==> src/rtl/scr_pkg.sv <==
package scr_pkg;

  typedef struct packed {
    logic clear;
    logic step;
    logic drive;
    logic casc;
  } scr_ctrl_t;

  function automatic scr_ctrl_t scr_decode(input logic oe, input logic cs_n,
                                           input logic rise, input logic done);
    scr_ctrl_t c;
    c.clear = ~oe;
    c.step  = rise & oe & ~cs_n & ~done;
    c.drive = oe & ~cs_n & ~done;
    c.casc  = done & ~cs_n;
    return c;
  endfunction

endpackage

==> src/rtl/scr_reset_sync.sv <==
module scr_reset_sync (
  input  logic clk,
  input  logic rst_n,
  output logic rst_sync_n
);
  logic [1:0] sync_q;

  always_ff @(posedge clk or negedge rst_n) begin
    if (!rst_n) sync_q <= 2'b00;
    else        sync_q <= {sync_q[0], 1'b1};
  end

  assign rst_sync_n = sync_q[1];
endmodule

==> src/rtl/scr_rise_detect.sv <==
module scr_rise_detect (
  input  logic clk,
  input  logic rst_n,
  input  logic lvl_i,
  output logic rise_o
);
  logic lvl_q;

  // Reset to high so a level already high at release is not an edge.
  always_ff @(posedge clk or negedge rst_n) begin
    if (!rst_n) lvl_q <= 1'b1;
    else        lvl_q <= lvl_i;
  end

  assign rise_o = lvl_i & ~lvl_q;
endmodule

==> src/rtl/scr_bit_store.sv <==
module scr_bit_store #(
  parameter int unsigned DEPTH = 256,
  parameter int unsigned AW    = $clog2(DEPTH)
) (
  input  logic          clk,
  input  logic          wr_en_i,
  input  logic [AW-1:0] wr_addr_i,
  input  logic          wr_data_i,
  input  logic [AW-1:0] rd_addr_i,
  output logic          rd_data_o
);
  logic [DEPTH-1:0] bits_q;

  for (genvar i = 0; i < DEPTH; i++) begin : g_bit
    logic sel;
    assign sel = wr_en_i && (wr_addr_i == AW'(i));
    always_ff @(posedge clk) begin
      if (sel) bits_q[i] <= wr_data_i;
    end
  end

  assign rd_data_o = bits_q[rd_addr_i];
endmodule

==> src/rtl/scr_addr_ctrl.sv <==
module scr_addr_ctrl #(
  parameter int unsigned DEPTH = 256,
  parameter int unsigned AW    = $clog2(DEPTH)
) (
  input  logic          clk,
  input  logic          rst_n,
  input  logic          clear_i,
  input  logic          step_i,
  output logic [AW-1:0] addr_o,
  output logic          done_o
);
  localparam logic [AW-1:0] LAST = AW'(DEPTH - 1);

  logic [AW-1:0] addr_q, addr_d;
  logic          done_q, done_d;
  logic          upd;

  always_comb begin
    addr_d = addr_q;
    done_d = done_q;
    if (clear_i) begin
      addr_d = '0;
      done_d = 1'b0;
    end else if (step_i) begin
      if (addr_q == LAST) done_d = 1'b1;
      else                addr_d = addr_q + 1'b1;
    end
  end

  assign upd = clear_i | step_i;

  always_ff @(posedge clk or negedge rst_n) begin
    if (!rst_n) begin
      addr_q <= '0;
      done_q <= 1'b0;
    end else if (upd) begin
      addr_q <= addr_d;
      done_q <= done_d;
    end
  end

  assign addr_o = addr_q;
  assign done_o = done_q;
endmodule

==> src/rtl/scr_reader.sv <==
module scr_reader
  import scr_pkg::*;
#(
  parameter  int unsigned DEPTH = 256,
  localparam int unsigned AW    = (DEPTH > 1) ? $clog2(DEPTH) : 1
) (
  input  logic          clk,
  input  logic          rst_n,
  input  logic          dclk_i,
  input  logic          oe_i,
  input  logic          cs_n_i,
  input  logic          wr_en_i,
  input  logic [AW-1:0] wr_addr_i,
  input  logic          wr_data_i,
  output logic          data_o,
  output logic          data_oe_o,
  output logic          cascade_n_o
);
  logic          rst_sync_n;
  logic          dclk_rise;
  logic [AW-1:0] addr_q;
  logic          done_q;
  scr_ctrl_t     ctrl;

  scr_reset_sync u_rst (
    .clk        (clk),
    .rst_n      (rst_n),
    .rst_sync_n (rst_sync_n)
  );

  scr_rise_detect u_edge (
    .clk    (clk),
    .rst_n  (rst_sync_n),
    .lvl_i  (dclk_i),
    .rise_o (dclk_rise)
  );

  assign ctrl = scr_decode(oe_i, cs_n_i, dclk_rise, done_q);

  scr_addr_ctrl #(.DEPTH(DEPTH), .AW(AW)) u_ctr (
    .clk     (clk),
    .rst_n   (rst_sync_n),
    .clear_i (ctrl.clear),
    .step_i  (ctrl.step),
    .addr_o  (addr_q),
    .done_o  (done_q)
  );

  scr_bit_store #(.DEPTH(DEPTH), .AW(AW)) u_mem (
    .clk       (clk),
    .wr_en_i   (wr_en_i),
    .wr_addr_i (wr_addr_i),
    .wr_data_i (wr_data_i),
    .rd_addr_i (addr_q),
    .rd_data_o (data_o)
  );

  assign data_oe_o   = ctrl.drive;
  assign cascade_n_o = ~ctrl.casc;
endmodule

==> config.mk <==
export PLATFORM = sky130hd
export DESIGN_NAME = scr_reader
export DESIGN_NICKNAME = d
export VERILOG_FILES = /design/src/rtl/scr_pkg.sv /design/src/rtl/scr_reset_sync.sv /design/src/rtl/scr_rise_detect.sv /design/src/rtl/scr_bit_store.sv /design/src/rtl/scr_addr_ctrl.sv /design/src/rtl/scr_reader.sv
export SDC_FILE = /design/constraint.sdc
export NUM_CORES = 1
export LEC_CHECK = 0
export BUFFER_PORTS_ARGS = -buffer_cell sky130_fd_sc_hd__buf_4
export CORE_ASPECT_RATIO = 1.1
export CORE_UTILIZATION = 63
export DETAILED_ROUTE_END_ITERATION = 12
export GPL_TIMING_DRIVEN = 0
export MAX_ROUTING_LAYER = met4
export PLACE_DENSITY = 0.8
export SYNTH_ARGS = -nofsm -noshare
export SYNTH_HDL_FRONTEND = slang
export SYNTH_SLANG_ARGS = --single-unit
==> constraint.sdc <==
create_clock -name clk -period 3.89 [get_ports clk]
set_clock_uncertainty 0.15 [all_clocks]
set_input_delay 0.778 -clock clk [delete_from_list [all_inputs] [get_ports clk]]
set_output_delay 0.778 -clock clk [all_outputs]
set_load 0.01 [all_outputs]
==> run_summary.xml <==
<?xml version="1.0" encoding="UTF-8"?>
<metrics>
  <group name="sta">
    <metric name="setup_viol_count_final" unit="">1</metric>
    <metric name="period_minus_slack" unit="ns">3.96</metric>
    <metric name="relSlewSlack" unit="%">47.4</metric>
    <metric name="achievable_frequency" unit="GHz">0.252</metric>
    <metric name="finalHoldViolCount" unit="">0</metric>
    <metric name="worst_slew_pin_slew" unit="ns">0.788</metric>
    <metric name="unrepaired_setup_endpoints_after_global_routing" unit="">yes</metric>
    <metric name="min_period_over_period" unit="%">102</metric>
    <metric name="setup_tns" unit="ns">-0.0724</metric>
    <metric name="count_of_final_max_slew_check_failures" unit="">0</metric>
    <metric name="post-route-worst-setup-slack" unit="ns">-0.0724</metric>
    <metric name="worst_hold_slack" unit="ns">0.0171</metric>
  </group>
  <group name="placed_design">
    <metric name="place.gp.congestion" unit="">0.885</metric>
    <metric name="port_buffers" unit="">15</metric>
    <metric name="detailedPlacementHpwl" unit="mm">17.8</metric>
    <metric name="dp.cells" unit="">1090</metric>
  </group>
  <group name="synth">
    <metric name="avgSynthCellArea" unit="um^2">14.4</metric>
    <metric name="synth_most_common_cell" unit="">sky130_fd_sc_hd__nor2_1</metric>
    <metric name="synth_flop_cell" unit="">sky130_fd_sc_hd__edfxtp_1</metric>
    <metric name="synth_commonest_cells" unit="">sky130_fd_sc_hd__nor2_1 (264), sky130_fd_sc_hd__edfxtp_1 (256), sky130_fd_sc_hd__clkbuf_1 (39), sky130_fd_sc_hd__mux4_2 (39), sky130_fd_sc_hd__nand2_1 (34)</metric>
    <metric name="yosysWarningCount" unit="">0</metric>
    <metric name="synth_cells" unit="">831</metric>
    <metric name="yosys.cell_types.count" unit="">52</metric>
    <metric name="synth-edff-count" unit="">256</metric>
    <metric name="synth_area" unit="mm^2">0.0120</metric>
    <metric name="yosys.area.top_type_share" unit="%">64.2</metric>
    <metric name="yosysSeqAreaShare" unit="%">66.7</metric>
    <metric name="synth_largest_area_cell" unit="">sky130_fd_sc_hd__edfxtp_1</metric>
    <metric name="synth_top_cells_by_area" unit="">sky130_fd_sc_hd__edfxtp_1 (64%), sky130_fd_sc_hd__nor2_1 (8.3%), sky130_fd_sc_hd__mux4_2 (7.3%)</metric>
    <metric name="synth_async_sr_flop_share" unit="%">4.48</metric>
    <metric name="ys_ff_latch" unit="">268</metric>
    <metric name="synthesis.nets" unit="">847</metric>
  </group>
  <group name="clocking">
    <metric name="cts_max_level" unit="">1</metric>
    <metric name="worst_setup_hold_path_clk_slew" unit="ns">0.06</metric>
    <metric name="tritoncts_clock_tree" unit="">done</metric>
    <metric name="clock_latency" unit="ns">0.53</metric>
    <metric name="cts_root_buf" unit="">sky130_fd_sc_hd__clkbuf_16</metric>
    <metric name="cts-root-to-sink-buffers" unit="">3</metric>
    <metric name="clkSinkCount" unit="">268</metric>
    <metric name="cts_inserted_buffers" unit="">27</metric>
  </group>
  <group name="drt">
    <metric name="drt-met1-wl" unit="mm">10.3</metric>
    <metric name="dr.max_layer_used" unit="">met4</metric>
    <metric name="met3_routed_wl" unit="mm">2.93</metric>
    <metric name="drt-total-wl" unit="mm">28.3</metric>
    <metric name="postRouteAntennaNets" unit="">0</metric>
    <metric name="post-route-drc-count" unit="">0</metric>
    <metric name="wl_met2" unit="mm">14.0</metric>
    <metric name="avgRoutedWirePerCell" unit="um">24.7</metric>
    <metric name="routed-via-count" unit="">7478</metric>
    <metric name="number_of_iterations_in_the_first_detailed_routing_pass" unit="">6</metric>
    <metric name="routed_via_density" unit="">6.52</metric>
    <metric name="dr.first_iter.drc_count" unit="">1036</metric>
  </group>
  <group name="power_and_ir_drop">
    <metric name="post_layout_total_power" unit="W">0.00575</metric>
    <metric name="max-vdd-ir-drop" unit="mV">0.389</metric>
    <metric name="static-leakage-power" unit="nW">4.06</metric>
    <metric name="power-per-cell-area" unit="mW/mm^2">426</metric>
  </group>
  <group name="global_routing">
    <metric name="grt_antenna_before_repair" unit="">0</metric>
    <metric name="grt.overflow.total" unit="">0</metric>
    <metric name="grt_pass1_vias" unit="">7541</metric>
    <metric name="grt_start_max_net_pins" unit="">189</metric>
    <metric name="wire_length_of_the_first_global_routing_pass" unit="mm">41.9</metric>
    <metric name="grtUsageTotal" unit="%">30.4</metric>
  </group>
  <group name="critical_path">
    <metric name="worstSetupEndpoint" unit="">data_o</metric>
    <metric name="worst_ep_required" unit="ns">2.96</metric>
    <metric name="setup.worst_path.start" unit="">u_ctr.addr_o[1]</metric>
    <metric name="critical_path_endpoint_category" unit="">primary output</metric>
    <metric name="r2r_cells" unit="">8</metric>
    <metric name="worst_r2r_endpoint" unit="">u_ctr.addr_o[5]</metric>
    <metric name="cp.arrival" unit="ns">3.03</metric>
    <metric name="regToRegStartpoint" unit="">u_ctr.addr_o[1]</metric>
    <metric name="critical_path.startpoint_type" unit="">flip-flop</metric>
    <metric name="reg2reg_setup_slack" unit="ns">1.26</metric>
    <metric name="classification_of_the_worst_setup_path" unit="">flip-flop to primary output</metric>
    <metric name="largest_fanout_on_the_critical_path" unit="">10</metric>
  </group>
  <group name="final_layout">
    <metric name="areaGrowthSynthToFinish" unit="%">12.6</metric>
    <metric name="fin_nets" unit="">903</metric>
    <metric name="stdcell_count" unit="">1147</metric>
    <metric name="antenna-diode-count" unit="">0</metric>
    <metric name="layout-drive-gt1-share" unit="%">16.4</metric>
  </group>
  <group name="min_path">
    <metric name="worstHoldPathType" unit="">flip-flop to asynchronous set/reset pin</metric>
  </group>
  <group name="floorplanning">
    <metric name="chipWidth" unit="um">133</metric>
    <metric name="rows" unit="">52</metric>
    <metric name="floorplan.io_pins" unit="">18</metric>
    <metric name="placeableCoreArea" unit="mm^2">0.0185</metric>
    <metric name="initial_utilization" unit="%">64.8</metric>
    <metric name="die_height" unit="um">147</metric>
    <metric name="floorplan.die_area" unit="mm^2">0.0196</metric>
  </group>
  <group name="flow_run">
    <metric name="number_of_violations_of_the_max_capacitance_limit" unit="">0</metric>
  </group>
  <group name="status">
    <metric name="outcome" unit="">finished with violations</metric>
    <metric name="violated_checks" unit="">negative setup slack</metric>
  </group>
</metrics>
-- worst max-delay path: stages, from the launching register on --
cell and delay [ns]:
sky130_fd_sc_hd__dfrtp_1 0.48, sky130_fd_sc_hd__buf_6 0.20, sky130_fd_sc_hd__buf_6 0.20, sky130_fd_sc_hd__buf_2 0.35, sky130_fd_sc_hd__mux4_2 0.38, sky130_fd_sc_hd__nor3_1 0.20, sky130_fd_sc_hd__nor2_1 0.07, sky130_fd_sc_hd__o21ai_0 0.09
sky130_fd_sc_hd__o22ai_1 0.10, sky130_fd_sc_hd__a32o_2 0.30, sky130_fd_sc_hd__buf_6 0.12
-- where the power goes --
| part | leakage, nW | total, W | switching [W] | internal (W) |
|---|---|---|---|---|
| logic | 1.22 | 0.000225 | 0.000147 | 0.0000781 |
| registers | 2.46 | 0.00317 | 0.00000436 | 0.00317 |
| clock network | 0.379 | 0.00235 | 0.00102 | 0.00133 |
-- per-layer routing --
| metal | global-route usage (%) | vias up |
|---|---|---|
| li1 | - | 3185 |
| met1 | 38.9 | 3750 |
| met2 | 47.8 | 465 |
| met3 | 6.18 | 78 |
| met4 | 13.1 | 0 |
| met5 | - | - |
-- cells by family after synthesis --
| logic type | synth area share [%] |
|---|---|
| buffers and inverters | 2.85 |
| xor gates and xnor gates | 0.366 |
| other | 0.0313 |
| DFF | 66.7 |
| AOI/OAI and AO/OA | 1.92 |
| muxes | 15.0 |
| and+or+nand+nor | 13.0 |
| adders and majority gates | 0.104 |
-- state kept, by name, indices dropped and copies added (netlist names) --
name / flops
u_mem.bits_q: 256
u_edge.lvl_q: 1
u_rst.sync_q: 2
u_ctr.addr_o: 8
u_ctr.done_o: 1
-- placed cells by master (no fill, tap or decap), types with 3 or more instances in the layout --
cell and instances:
sky130_fd_sc_hd__nor2_1 264, sky130_fd_sc_hd__edfxtp_1 256, sky130_fd_sc_hd__mux4_2 45, sky130_fd_sc_hd__clkbuf_1 44, sky130_fd_sc_hd__nand2_1 34, sky130_fd_sc_hd__clkbuf_16 29
sky130_fd_sc_hd__buf_4 22, sky130_fd_sc_hd__mux4_1 17, sky130_fd_sc_hd__nor3_1 14, sky130_fd_sc_hd__nand3_1 14, sky130_fd_sc_hd__nor2b_1 13, sky130_fd_sc_hd__mux2i_1 13
sky130_fd_sc_hd__dfrtp_1 11, sky130_fd_sc_hd__nand2b_1 10, sky130_fd_sc_hd__buf_6 8, sky130_fd_sc_hd__mux2_2 8, sky130_fd_sc_hd__mux2i_4 7, sky130_fd_sc_hd__a211oi_1 7
sky130_fd_sc_hd__and2_1 6, sky130_fd_sc_hd__clkinv_1 6, sky130_fd_sc_hd__buf_2 5, sky130_fd_sc_hd__clkbuf_4 5, sky130_fd_sc_hd__and3_1 4, sky130_fd_sc_hd__nand4_1 4
sky130_fd_sc_hd__buf_12 4, sky130_fd_sc_hd__o21ai_0 4, sky130_fd_sc_hd__xnor2_1 4, sky130_fd_sc_hd__o22ai_1 3
-- through the flow --
stage | setup WS (ns) | cell area [um^2] | util [%]
2_1_floorplan | 0.793 | 12000 | -
3_3_place_gp | -0.404 | 12400 | 67.1
3_5_place_dp | -0.439 | 12400 | 67.2
4_1_cts | -0.103 | 13300 | 72.2
5_1_grt | -0.115 | 13500 | 73.0
6_report | -0.0724 | 13500 | 73.0
-- worst min path at each step --
| stage | endpoint | slack, ns | cells past startpoint |
|---|---|---|---|
| detailed placement | u_ctr.addr_o[2] | 0.02 | 0 |
| finish | u_ctr.addr_o[2] | 0.02 | 0 |
| global route | u_ctr.addr_o[2] | 0.05 | 0 |
| CTS | u_ctr.addr_o[2] | 0.03 | 0 |
| global placement | u_ctr.addr_o[2] | 0.02 | 0 |
| floorplan | u_ctr.addr_o[0] | -0.03 | 0 |
-- cell type report --
class	instances	area, um^2
Clock buffer	36	709
Inverter	1	3.75
Tap cell	243	304
Fill cell	1169	4990
Timing Repair Buffer	27	272
Buffer	60	415
Clock inverter	10	71.3
Sequential cell	268	7990
Multi-Input combinational cell	502	3720
-- what timing repair did --
| item | 4_1_cts | 5_1_grt |
|---|---|---|
| resized for setup | 35 | 20 |
| pin swaps | 0 | 3 |
| hold buffers | 1 | 0 |
| endpoints found under the hold margin | 2 | 0 |
| gates cloned | 0 | 2 |
| setup buffers | 3 | 5 |
| endpoints found under the setup margin | 1 | 1 |
(Power assumes the default switching activity.)
